[config.mk]
export PLATFORM = sky130hd
export DESIGN_NAME = dbrk_unit
export DESIGN_NICKNAME = d
export VERILOG_FILES = /design/src/rtl/dbrk_pkg.sv /design/src/rtl/dbrk_slot_match.sv /design/src/rtl/dbrk_regs.sv /design/src/rtl/dbrk_unit.sv
export SDC_FILE = /design/constraint.sdc
export NUM_CORES = 1
export LEC_CHECK = 0
export ABC_AREA = 1
export BUFFER_PORTS_ARGS = -buffer_cell sky130_fd_sc_hd__buf_4
export CAP_MARGIN = 20
export CORE_ASPECT_RATIO = 1.1
export CORE_MARGIN = 2
export CORE_UTILIZATION = 40
export DETAILED_ROUTE_END_ITERATION = 8
export GPL_ROUTABILITY_DRIVEN = 1
export RECOVER_POWER = 25
export SYNTH_ARGS = -nofsm -noshare
export SYNTH_HDL_FRONTEND = slang
export SYNTH_SLANG_ARGS = --single-unit
[constraint.sdc]
create_clock -name clk -period 3.9 [get_ports clk]
set_input_delay 0 -clock clk [delete_from_list [all_inputs] [get_ports clk]]
set_output_delay 0 -clock clk [all_outputs]
set_load 0.02 [all_outputs]
[src/rtl/dbrk_pkg.sv]
`timescale 1ns/1ps
package dbrk_pkg;
    localparam int REG_W = 32;

    localparam logic [3:0] FLD_ADDR   = 4'h0;
    localparam logic [3:0] FLD_AMASK  = 4'h1;
    localparam logic [3:0] FLD_ASID   = 4'h2;
    localparam logic [3:0] FLD_CTRL   = 4'h3;
    localparam logic [3:0] FLD_DATA   = 4'h4;
    localparam logic [3:0] STATUS_SEL = 4'hF;

    localparam int CB_BRK      = 0;
    localparam int CB_TRIG     = 1;
    localparam int CB_IGN_LD   = 2;
    localparam int CB_IGN_ST   = 3;
    localparam int CB_USE_ASID = 4;
    localparam int CB_USE_DATA = 5;
    localparam int LANE_LSB    = 8;
    localparam int DMASK_LSB   = 16;

    typedef struct packed {
        logic use_data;
        logic use_asid;
        logic ign_st;
        logic ign_ld;
        logic trig_en;
        logic brk_en;
    } slot_ctl_t;
endpackage

[src/rtl/dbrk_slot_match.sv]
`timescale 1ns/1ps
module dbrk_slot_match
    import dbrk_pkg::*;
#(
    parameter int AW    = 32,
    parameter int DW    = 32,
    parameter int ASIDW = 8
) (
    input  slot_ctl_t        ctl,
    input  logic [AW-1:0]    s_addr,
    input  logic [AW-1:0]    s_amask,
    input  logic [ASIDW-1:0] s_asid,
    input  logic [DW/8-1:0]  s_lanes,
    input  logic [DW/8-1:0]  s_dmask,
    input  logic [DW-1:0]    s_data,
    input  logic             acc_valid,
    input  logic             acc_store,
    input  logic [AW-1:0]    acc_addr,
    input  logic [ASIDW-1:0] acc_asid,
    input  logic [DW/8-1:0]  acc_be,
    input  logic [DW-1:0]    acc_wdata,
    input  logic [DW-1:0]    ld_data,
    output logic             st_hit,
    output logic             ld_now,
    output logic             ld_arm,
    output logic             ld_eq
);
    localparam int BL = DW / 8;

    logic [BL-1:0] wr_lane_ok, rd_lane_ok;
    logic          active, type_ok, lane_ok, addr_ok, asid_ok, qual;

    for (genvar g = 0; g < BL; g++) begin : g_lane
        assign wr_lane_ok[g] = s_dmask[g] | (acc_wdata[g*8 +: 8] == s_data[g*8 +: 8]);
        assign rd_lane_ok[g] = s_dmask[g] | (ld_data[g*8 +: 8] == s_data[g*8 +: 8]);
    end

    always_comb begin
        active  = ctl.brk_en | ctl.trig_en;
        type_ok = acc_store ? !ctl.ign_st : !ctl.ign_ld;
        lane_ok = |(acc_be & s_lanes);
        addr_ok = ((acc_addr ^ s_addr) & ~s_amask) == '0;
        asid_ok = !ctl.use_asid || (acc_asid == s_asid);
        qual    = acc_valid & active & type_ok & lane_ok & addr_ok & asid_ok;
        st_hit  = qual & acc_store & (!ctl.use_data | (&wr_lane_ok));
        ld_now  = qual & !acc_store & !ctl.use_data;
        ld_arm  = qual & !acc_store & ctl.use_data;
        ld_eq   = &rd_lane_ok;
    end
endmodule

[src/rtl/dbrk_regs.sv]
`timescale 1ns/1ps
module dbrk_regs
    import dbrk_pkg::*;
#(
    parameter int NUM_SLOTS = 2,
    parameter int AW        = 32,
    parameter int DW        = 32,
    parameter int ASIDW     = 8
) (
    input  logic                                clk,
    input  logic                                rst_n,
    input  logic                                soft_rst,
    input  logic                                debug_mode,
    input  logic                                reg_en,
    input  logic                                reg_we,
    input  logic [7:0]                          reg_addr,
    input  logic [REG_W-1:0]                    reg_wdata,
    output logic [REG_W-1:0]                    reg_rdata,
    input  logic [NUM_SLOTS-1:0]                hit,
    output slot_ctl_t [NUM_SLOTS-1:0]           ctl,
    output logic [NUM_SLOTS-1:0][AW-1:0]        s_addr,
    output logic [NUM_SLOTS-1:0][AW-1:0]        s_amask,
    output logic [NUM_SLOTS-1:0][ASIDW-1:0]     s_asid,
    output logic [NUM_SLOTS-1:0][DW/8-1:0]      s_lanes,
    output logic [NUM_SLOTS-1:0][DW/8-1:0]      s_dmask,
    output logic [NUM_SLOTS-1:0][DW-1:0]        s_data,
    output logic [NUM_SLOTS-1:0]                status
);
    localparam int BL = DW / 8;

    typedef struct packed {
        logic [NUM_SLOTS-1:0][AW-1:0]    addr;
        logic [NUM_SLOTS-1:0][AW-1:0]    amask;
        logic [NUM_SLOTS-1:0][ASIDW-1:0] asid;
        slot_ctl_t [NUM_SLOTS-1:0]       ctl;
        logic [NUM_SLOTS-1:0][BL-1:0]    lanes;
        logic [NUM_SLOTS-1:0][BL-1:0]    dmask;
        logic [NUM_SLOTS-1:0][DW-1:0]    data;
        logic [NUM_SLOTS-1:0]            status;
    } regs_t;

    regs_t q, d;

    logic                 port_ok, wr;
    logic [3:0]           sel, fld;
    logic [NUM_SLOTS-1:0] clr;

    always_comb begin
        port_ok = reg_en & debug_mode;
        wr      = port_ok & reg_we;
        sel     = reg_addr[7:4];
        fld     = reg_addr[3:0];
        clr     = (wr && sel == STATUS_SEL && fld == FLD_ADDR) ? reg_wdata[NUM_SLOTS-1:0] : '0;

        d = q;
        for (int i = 0; i < NUM_SLOTS; i++) begin
            if (wr && sel == 4'(i)) begin
                case (fld)
                    FLD_ADDR:  d.addr[i]  = reg_wdata[AW-1:0];
                    FLD_AMASK: d.amask[i] = reg_wdata[AW-1:0];
                    FLD_ASID:  d.asid[i]  = reg_wdata[ASIDW-1:0];
                    FLD_CTRL: begin
                        d.ctl[i].brk_en   = reg_wdata[CB_BRK];
                        d.ctl[i].trig_en  = reg_wdata[CB_TRIG];
                        d.ctl[i].ign_ld   = reg_wdata[CB_IGN_LD];
                        d.ctl[i].ign_st   = reg_wdata[CB_IGN_ST];
                        d.ctl[i].use_asid = reg_wdata[CB_USE_ASID];
                        d.ctl[i].use_data = reg_wdata[CB_USE_DATA];
                        d.lanes[i]        = reg_wdata[LANE_LSB +: BL];
                        d.dmask[i]        = reg_wdata[DMASK_LSB +: BL];
                    end
                    FLD_DATA:  d.data[i]  = reg_wdata[DW-1:0];
                    default: ;
                endcase
            end
        end
        // a hit in the same cycle as a clear keeps the flag
        d.status = (q.status & ~clr) | hit;
        if (soft_rst) d = '0;
    end

    always_comb begin
        reg_rdata = '0;
        if (port_ok) begin
            if (sel == STATUS_SEL && fld == FLD_ADDR) begin
                reg_rdata[NUM_SLOTS-1:0] = q.status;
            end
            for (int i = 0; i < NUM_SLOTS; i++) begin
                if (sel == 4'(i)) begin
                    case (fld)
                        FLD_ADDR:  reg_rdata[AW-1:0]    = q.addr[i];
                        FLD_AMASK: reg_rdata[AW-1:0]    = q.amask[i];
                        FLD_ASID:  reg_rdata[ASIDW-1:0] = q.asid[i];
                        FLD_CTRL: begin
                            reg_rdata[CB_BRK]            = q.ctl[i].brk_en;
                            reg_rdata[CB_TRIG]           = q.ctl[i].trig_en;
                            reg_rdata[CB_IGN_LD]         = q.ctl[i].ign_ld;
                            reg_rdata[CB_IGN_ST]         = q.ctl[i].ign_st;
                            reg_rdata[CB_USE_ASID]       = q.ctl[i].use_asid;
                            reg_rdata[CB_USE_DATA]       = q.ctl[i].use_data;
                            reg_rdata[LANE_LSB +: BL]    = q.lanes[i];
                            reg_rdata[DMASK_LSB +: BL]   = q.dmask[i];
                        end
                        FLD_DATA:  reg_rdata[DW-1:0]    = q.data[i];
                        default: ;
                    endcase
                end
            end
        end
    end

    always_ff @(posedge clk or negedge rst_n) begin
        if (!rst_n) q <= '0;
        else        q <= d;
    end

    assign ctl     = q.ctl;
    assign s_addr  = q.addr;
    assign s_amask = q.amask;
    assign s_asid  = q.asid;
    assign s_lanes = q.lanes;
    assign s_dmask = q.dmask;
    assign s_data  = q.data;
    assign status  = q.status;
endmodule

[src/rtl/dbrk_unit.sv]
`timescale 1ns/1ps
module dbrk_unit
    import dbrk_pkg::*;
#(
    parameter int NUM_SLOTS = 2,
    parameter int AW        = 32,
    parameter int DW        = 32,
    parameter int ASIDW     = 8
) (
    input  logic                 clk,
    input  logic                 rst_n,
    input  logic                 soft_rst,
    input  logic                 debug_mode,
    input  logic                 reg_en,
    input  logic                 reg_we,
    input  logic [7:0]           reg_addr,
    input  logic [31:0]          reg_wdata,
    output logic [31:0]          reg_rdata,
    input  logic                 acc_valid,
    input  logic                 acc_store,
    input  logic [AW-1:0]        acc_addr,
    input  logic [ASIDW-1:0]     acc_asid,
    input  logic [DW/8-1:0]      acc_be,
    input  logic [DW-1:0]        acc_wdata,
    input  logic                 ld_valid,
    input  logic [DW-1:0]        ld_data,
    output logic                 brk_req,
    output logic [NUM_SLOTS-1:0] trig_out,
    output logic [NUM_SLOTS-1:0] match_status
);
    localparam int BL = DW / 8;

    typedef struct packed {
        logic [NUM_SLOTS-1:0] pend;
        logic                 brk;
        logic [NUM_SLOTS-1:0] trig;
    } top_t;

    top_t q, d;

    slot_ctl_t [NUM_SLOTS-1:0]       ctl;
    logic [NUM_SLOTS-1:0][AW-1:0]    s_addr, s_amask;
    logic [NUM_SLOTS-1:0][ASIDW-1:0] s_asid;
    logic [NUM_SLOTS-1:0][BL-1:0]    s_lanes, s_dmask;
    logic [NUM_SLOTS-1:0][DW-1:0]    s_data;
    logic [NUM_SLOTS-1:0]            st_hit, ld_now, ld_arm, ld_eq, hit;
    logic [NUM_SLOTS-1:0]            brk_mask, trig_mask;

    dbrk_regs #(.NUM_SLOTS(NUM_SLOTS), .AW(AW), .DW(DW), .ASIDW(ASIDW)) u_regs (
        .clk(clk), .rst_n(rst_n), .soft_rst(soft_rst), .debug_mode(debug_mode),
        .reg_en(reg_en), .reg_we(reg_we), .reg_addr(reg_addr), .reg_wdata(reg_wdata),
        .reg_rdata(reg_rdata), .hit(hit), .ctl(ctl), .s_addr(s_addr), .s_amask(s_amask),
        .s_asid(s_asid), .s_lanes(s_lanes), .s_dmask(s_dmask), .s_data(s_data),
        .status(match_status)
    );

    for (genvar s = 0; s < NUM_SLOTS; s++) begin : g_slot
        dbrk_slot_match #(.AW(AW), .DW(DW), .ASIDW(ASIDW)) u_match (
            .ctl(ctl[s]), .s_addr(s_addr[s]), .s_amask(s_amask[s]), .s_asid(s_asid[s]),
            .s_lanes(s_lanes[s]), .s_dmask(s_dmask[s]), .s_data(s_data[s]),
            .acc_valid(acc_valid), .acc_store(acc_store), .acc_addr(acc_addr),
            .acc_asid(acc_asid), .acc_be(acc_be), .acc_wdata(acc_wdata), .ld_data(ld_data),
            .st_hit(st_hit[s]), .ld_now(ld_now[s]), .ld_arm(ld_arm[s]), .ld_eq(ld_eq[s])
        );
        assign brk_mask[s]  = ctl[s].brk_en;
        assign trig_mask[s] = ctl[s].trig_en;
    end

    always_comb begin
        hit = st_hit | ld_now | (q.pend & ld_eq & {NUM_SLOTS{ld_valid}});
        d   = q;
        for (int i = 0; i < NUM_SLOTS; i++) begin
            if (ld_arm[i])     d.pend[i] = 1'b1;
            else if (ld_valid) d.pend[i] = 1'b0;
        end
        d.brk  = |(hit & brk_mask);
        d.trig = hit & trig_mask;
        if (soft_rst) d = '0;
    end

    always_ff @(posedge clk or negedge rst_n) begin
        if (!rst_n) q <= '0;
        else        q <= d;
    end

    assign brk_req  = q.brk;
    assign trig_out = q.trig;
endmodule

==> results.json, run 1 <==
{
  "io_buffers": 193,
  "grt_overflow_total": 0,
  "h-tree-depth": 1,
  "ant_nets": 0,
  "ys_ff_latch": 243,
  "final-seq-area_um2": 6080,
  "netlist_area_um2": 14000,
  "grt_pass1_wl_um": 74800,
  "final.setup_skew_ps": 20.2,
  "fp-row-count": 71,
  "drt-initial-drc-count": 1310,
  "cts.path.max_buffers": 3,
  "synth_warnings": 0,
  "hp-class": "in2reg",
  "place_hpwl_um": 34800,
  "fmax_ghz": 0.411,
  "multi_input_area_um2": 6970,
  "critPathMaxFanout": 87,
  "dieWidth_um": 183,
  "max_slew_margin_pct": -52.1,
  "start_util_pct": 40.8,
  "cp_data_arrival_time_ps": 3010,
  "min_period_ps": 2430,
  "synthFlopType": "dfrtp_1",
  "hold_depth": 3,
  "antenna_cells": 0,
  "die_h_um": 200,
  "slowest_stage": "clkbuf_2",
  "place_area_um2": 15800,
  "cp-end-kind": "async pin",
  "grt_pass1_vias": 12900,
  "reg2regPathDepth": 9,
  "r2r-start": "u_regs.s_addr[40]",
  "critical_path_class": "in2async",
  "hold_start": "reg_wdata[4]",
  "area_delta_synth_final_pct": 21.8,
  "critical-path-max-stage-delay_ps": 1550,
  "pin_count": 194,
  "cts_root_buf": "clkbuf_16",
  "cp-startpoint": "rst_n",
  "dr.pass1.iters": 5,
  "crit_path_cell_trace": "dlygate4sd3_1, clkbuf_2, buf_4",
  "insertion_delay_ps": 560,
  "finalInstanceArea_um2": 17100,
  "syn_inst": 1870,
  "synth_edf_count": 0,
  "core_um2": 34400,
  "hold_violations": 0,
  "routabilityCongestion": 0.894,
  "finalCritPeriodShare_pct": 62.3,
  "cap_violations": 1,
  "crit_path_start_kind": "input port",
  "setup_viol_count_final": 0,
  "clk_pin_slew_ps": 60,
  "antenna_found_initial": 0,
  "numCtsBuffers": 27,
  "maxSlewViolCount": 87,
  "peakVddDrop_uv": 342,
  "cts_tree": "done",
  "timing.rr.end": "q[4]",
  "routed_wl_um": 48800,
  "synth_nets": 2027,
  "grt_usage_pct": 26.3,
  "num-fill-cells": 3370,
  "tightest_slew_ps": 2280,
  "grt_max_degree": 98,
  "rsz0062_at_grt": "no",
  "postCtsResizedCells": 0,
  "vias": 13600,
  "synth_cell_types": 45,
  "status": "finished, violations left",
  "fin_nets": 2229,
  "synth_seq_area_share_pct": 43.4,
  "wire_per_inst_um": 19.3,
  "cp.required_ps": 4480,
  "via_per_inst": 5.37,
  "violations": "max-capacitance violations, max-slew violations",
  "final.setup.tns_ps": 0,
  "cts.sinks": 243,
  "p_leak_nw": 7.71,
  "p_per_area_nw_per_um2": 386,
  "die_area_um2": 36600,
  "reg2reg_slack_ps": 1580,
  "holdPathEnd": "u_regs.s_addr[36]",
  "drive_gt1_share_pct": 14.1,
  "async_reset_ff_share_pct": 100,
  "drc_errors": 0,
  "syn_area_per_cell_um2": 7.50
}
## sequential cells by signal, indices dropped and copies added, names as in the netlist, 8 cells and up
register,cells
u_regs.s_dmask,8
u_regs.s_addr,64
u_regs.s_amask,64
u_regs.s_data,64
u_regs.ctl,12
u_regs.s_asid,16
u_regs.s_lanes,8
## where the power goes
| part | switching [W] | internal [W] | total [W] |
|---|---|---|---|
| clock network | 0.00106 | 0.00155 | 0.00260 |
| registers | 0.000209 | 0.00271 | 0.00292 |
| logic | 0.000628 | 0.000434 | 0.00106 |
## layout make-up
cell class,count,share of cell area (%)
tap,438,3.21
timing repair buffer,253,11.7
clock buffer,40,4.71
sequential,243,35.6
clock inverter,7,0.535
multi-input combinational,1391,40.8
inverter,156,3.46
## critical path: cells and delay by family
family,cells,cell delay [ps]
buffers and inverters,3,2920
## layer usage
layer	track usage [%]	share of wire, %	up-vias
li1	-	-	6538
met1	36.0	42	6408
met2	43.5	47	538
met3	3.58	7.5	84
met4	7.86	2.7	0
met5	0	0	-
## synth_stat cells, types with 2 or more instances
library cell | instances | share of area [%]
a21oi_2 | 7 | 0.44
nor2_1 | 119 | 3.2
nor3_1 | 19 | 0.68
nand3_1 | 46 | 1.6
a21oi_1 | 30 | 1.1
or2_2 | 13 | 0.58
buf_1 | 2 | 0.054
a22o_1 | 3 | 0.19
nand2_2 | 4 | 0.18
a311oi_1 | 4 | 0.25
xor2_1 | 19 | 1.2
clkbuf_2 | 4 | 0.14
nand2_1 | 612 | 16
inv_2 | 6 | 0.16
buf_6 | 5 | 0.40
a41oi_1 | 6 | 0.37
a21oi_4 | 3 | 0.35
inv_1 | 147 | 3.9
nand4_1 | 17 | 0.76
o211ai_1 | 8 | 0.43
dfrtp_1 | 243 | 43
o22ai_1 | 14 | 0.62
o21ai_1 | 21 | 0.75
o2111ai_1 | 11 | 0.69
buf_2 | 33 | 1.2
nor2_2 | 2 | 0.089
a32o_1 | 2 | 0.14
clkbuf_1 | 30 | 0.80
o21ai_0 | 275 | 9.8
a221oi_1 | 24 | 1.5
o221ai_1 | 11 | 0.69
xnor2_1 | 102 | 6.4
buf_4 | 6 | 0.32
inv_4 | 2 | 0.089
a211oi_1 | 10 | 0.54
## cells in the final DEF, fill, tap and decap left out, types with 6 or more instances in the layout
cell type,n
nand2_1,612
o21ai_0,275
dfrtp_1,243
buf_4,208
inv_1,147
nor2_1,119
xnor2_1,102
nand3_1,46
dlygate4sd3_1,36
a21oi_1,30
clkbuf_16,27
a221oi_1,24
o21ai_1,21
nor3_1,19
xor2_1,19
nand4_1,17
o22ai_1,14
or2_2,13
o2111ai_1,11
o221ai_1,11
a211oi_1,10
clkbuf_1,10
o211ai_1,8
clkbuf_8,8
a41oi_1,6
inv_2,6
a21oi_4,6
## metrics by stage
step / power [W] / utilization, % / instances / setup WS (ps) / hold WS [ps]
floorplan: 0.00350 / - / 1870 / 2460 / -296
global placement: 0.00397 / 46.1 / 2444 / 1400 / 53.1
detailed placement: 0.00399 / 46.1 / 2444 / 1360 / 51.0
CTS: 0.00661 / 49.7 / 2527 / 1570 / 37.0
global route: 0.00686 / 49.7 / 2528 / 954 / 68.3
finish: 0.00659 / 49.7 / 2528 / 1470 / 33.2
## timing repair
item | 4_1_cts | 5_1_grt
buffers inserted | 0 | 0
hold buffers | 36 | 0
hold endpoints to repair | 267 | 0
## how the worst max path moves through the flow
stage	to	depth (start not counted)
global placement	u_regs.s_data[36]	9
floorplan	reg_rdata[10]	9
detailed placement	u_regs.s_data[34]	8
CTS	reg_rdata[19]	8
global route	u_regs.s_asid[12]	3
finish	u_regs.s_data[1]	3
## logic make-up (layout without fill, tap and decap cells)
group	count (synthesis)	after routing	share of synthesized area, %
flops	243	243	43.4
simple gates	835	835	23.8
xor+xnor	121	121	7.56
compound gates	435	435	18.2
buf+inv	236	456	7.11
(Power assumes the default switching activity.)
==> run 2, diff against run 1 <==
--- a/config.mk
+++ b/config.mk
@@ -5,7 +5,7 @@
 export SDC_FILE = /design/constraint.sdc
 export NUM_CORES = 1
 export LEC_CHECK = 0
-export ABC_AREA = 1
+export ABC_AREA = 0
 export BUFFER_PORTS_ARGS = -buffer_cell sky130_fd_sc_hd__buf_4
 export CAP_MARGIN = 20
 export CORE_ASPECT_RATIO = 1.1
==> constraint.sdc (replaced) <==
create_clock -name clk -period 2.35 [get_ports clk]
set_input_delay 0 -clock clk [delete_from_list [all_inputs] [get_ports clk]]
set_output_delay 0 -clock clk [all_outputs]
set_load 0.02 [all_outputs]
==> run 2 against run 1 <==
The run still ends with max-capacitance violations, max-slew violations left. Clock power up 68%. Core utilization up 1.7 points. Cell area shrank 3.4%. Sequential power up 76%. Synthesized area shrank 7.5%. Count of clock-buffer cells in the layout shrank 4. Clock skew shrank 7.0 ps. Critical path type is now reg2reg. Critical endpoint is now brk_req. Largest cell class unchanged.
==> results.json, run 2 <==
{
  "synth_nets": 1584,
  "cp_data_arrival_time_ps": 2740,
  "dr.pass1.iters": 6,
  "io_buffers": 193,
  "violations": "max-capacitance violations, max-slew violations",
  "grt_pass1_vias": 11800,
  "cp_top_family": "simple AND/OR/NAND/NOR gates",
  "syn_area_per_cell_um2": 9.09,
  "core_um2": 32100,
  "ant_nets": 0,
  "numCtsBuffers": 27,
  "final.setup.tns_ps": 0,
  "reg2regPathDepth": 7,
  "cp-end-kind": "flip-flop",
  "tightest_slew_ps": 1990,
  "slowest_stage": "or4_1",
  "hold_violations": 0,
  "cts_root_buf": "clkbuf_16",
  "routabilityCongestion": 0.921,
  "cts_tree": "done",
  "timing.rr.end": "brk_req",
  "fmax_ghz": 0.436,
  "p_leak_nw": 7.18,
  "clk_pin_slew_ps": 60,
  "critical-path-max-stage-delay_ps": 580,
  "pin_count": 194,
  "setup_viol_count_final": 0,
  "antenna_cells": 0,
  "critPathMaxFanout": 3,
  "die_h_um": 193,
  "switching_share_pct": 30.4,
  "place_hpwl_um": 36300,
  "finalWorstSetupSlack_ps": 54.5,
  "wire_per_inst_um": 23.6,
  "dieWidth_um": 176,
  "p_per_area_nw_per_um2": 709,
  "synthFlopType": "dfrtp_1",
  "async_reset_ff_share_pct": 100,
  "r2r-start": "u_regs.s_data[5]",
  "area_delta_synth_final_pct": 27.2,
  "synth_compound_area_share_pct": 20.8,
  "final.setup_skew_ps": 13.1,
  "fin_nets": 1810,
  "via_per_inst": 5.77,
  "grt_max_degree": 70,
  "synth_seq_area_share_pct": 46.9,
  "critical_path_class": "reg2reg",
  "final_common_cell": "nand2_1",
  "synth_fa_ha_area_share_pct": 0,
  "status": "finished, violations left",
  "synth_xor_area_share_pct": 14.0,
  "die_area_um2": 33900,
  "synth_edf_count": 0,
  "finalInstanceArea_um2": 16500,
  "p_comb_share_pct": 18.6,
  "synthSimpleGateAreaFrac_pct": 15.3,
  "drt-initial-drc-count": 1215,
  "mostFrequentLayoutCells": "nand2_1 (293), dfrtp_1 (243), buf_4 (239)",
  "worst-path-stages": 7,
  "hold_start": "reg_addr[2]",
  "finalCritPeriodShare_pct": 97.7,
  "h-tree-depth": 1,
  "muxShareOfSynthArea_pct": 0.241,
  "cts.sinks": 243,
  "syn_inst": 1427,
  "crit_end": "brk_req",
  "cap_violations": 1,
  "routed_wl_um": 49600,
  "start_util_pct": 40.4,
  "min_period_ps": 2300,
  "ys_ff_latch": 243,
  "antenna_found_initial": 0,
  "insertion_delay_ps": 540,
  "grt_pass1_wl_um": 74000,
  "synth_area_leaders": "dfrtp_1 (47%), xor2_1 (8.6%), nand2_1 (8.5%)",
  "pre_cts_ws_ps": 40.9,
  "vias": 12100,
  "hold_ws_ps": 2.21,
  "netlist_area_um2": 13000,
  "max_slew_margin_pct": -32.3,
  "cts.path.max_buffers": 3,
  "peakVddDrop_uv": 654,
  "cp.required_ps": 2790,
  "synth_top_family_by_area": "compound AO/OA/AOI/OAI gates",
  "crit_path_start_kind": "flip-flop",
  "grt_usage_pct": 28.9,
  "drive_gt1_share_pct": 19.2,
  "internal_power_w": 0.00815,
  "yosysMostFrequentCell": "nand2_1",
  "crit_buf_inv": 0,
  "power_switching_w": 0.00356,
  "drc_errors": 0,
  "synth_cell_types": 43,
  "synth_warnings": 0,
  "reg2reg_slack_ps": 50,
  "netlist.area_leader.share_pct": 46.9,
  "cp-startpoint": "u_regs.s_data[5]",
  "maxSlewViolCount": 69,
  "seq_power_share_pct": 44.0,
  "finish.utilization_pct": 51.4,
  "hp-class": "in2reg",
  "p_clk_share_pct": 37.4,
  "synth_largest_area_cell": "dfrtp_1",
  "grt_overflow_total": 0,
  "fp-row-count": 69,
  "place_area_um2": 15300,
  "crit_path_cell_trace": "xor2_1, nor4_1, a21oi_1, or4_1, o21ai_2, a21oi_2, o32ai_2",
  "synth_commonest_cells": "nand2_1 (293), dfrtp_1 (243), o21ai_0 (187)"
}
-- run 2: changes by cell type in the layout (fill, tap and decap cells not counted), sizes merged, moves of 15 or more --
cell and change:
a222oi +34, a22oi +21, buf +39, inv -153, nand2 -323, nand2b +36
nand3 -40, nor2 -96, nor4 +42, o21ai -45, o22a +15, o22ai +26
xnor2 -22, xor2 +109
-- run 2: through the flow --
| stage | total power, W | instances |
|---|---|---|
| finish | 0.0117 | 2099 |
| global route | 0.0121 | 2099 |
| CTS | 0.0117 | 2098 |
| detailed placement | 0.00732 | 2018 |
| global placement | 0.00727 | 2017 |
| floorplan | 0.00618 | 1427 |
-- run 2: power by group through the flow --
stage	clock network (W)	registers (W)	logic, W
after floorplan	0	0.00506	0.00112
after global placement	0	0.00520	0.00208
after detailed placement	0	0.00521	0.00211
after CTS	0.00440	0.00514	0.00216
after global routing	0.00457	0.00520	0.00237
final	0.00437	0.00515	0.00218
-- run 2: final cells by class --
class | instances | area, um^2
Tap cell | 426 | 533
Multi-Input combinational cell | 1094 | 6660
Timing Repair Buffer | 284 | 2330
Inverter | 3 | 11.3
Fill cell | 3000 | 15600
Clock inverter | 13 | 170
Sequential cell | 243 | 6080
Clock buffer | 36 | 719
-- run 2: worst min path at each step --
| stage | end | slack (ps) | depth (start not counted) |
|---|---|---|---|
| after floorplan | brk_req | -300 | 0 |
| after detailed placement | u_regs.s_addr[32] | 6 | 1 |
| after global placement | u_regs.s_addr[32] | -10 | 1 |
| final | u_regs.s_asid[8] | 2 | 4 |
| after CTS | u_regs.s_asid[14] | 9 | 3 |
| after global routing | u_regs.s_asid[8] | 30 | 4 |
-- run 2: cell families (layout without fill, tap and decap cells) --
| family | Yosys count | count (layout) |
|---|---|---|
| mux | 3 | 3 |
| xor+xnor | 208 | 208 |
| buf+inv | 90 | 336 |
| compound gates | 444 | 444 |
| simple gates | 439 | 439 |
| flops | 243 | 243 |
-- run 2: routing by layer --
metal / routed length [um] / share of wire (%) / vias up / GRT usage, %
met5: 0 / 0 / - / 0
met4: 2150 / 4.3 / 0 / 11.5
met3: 3700 / 7.5 / 112 / 2.90
met2: 23000 / 46 / 616 / 47.2
met1: 20700 / 42 / 5839 / 39.8
li1: - / - / 5535 / -
-- run 2: repair_timing --
item,CTS,global route
hold buffers,31,0
setup endpoints to repair,0,3
buffers inserted,0,0
hold endpoints to repair,333,0
resized for setup,0,4
-- run 2: tightest hold or removal path, stage by stage --
cell     delay (ps)
buf_4           120
nor4b_4          70
o21ai_1         220
o21ai_1          80
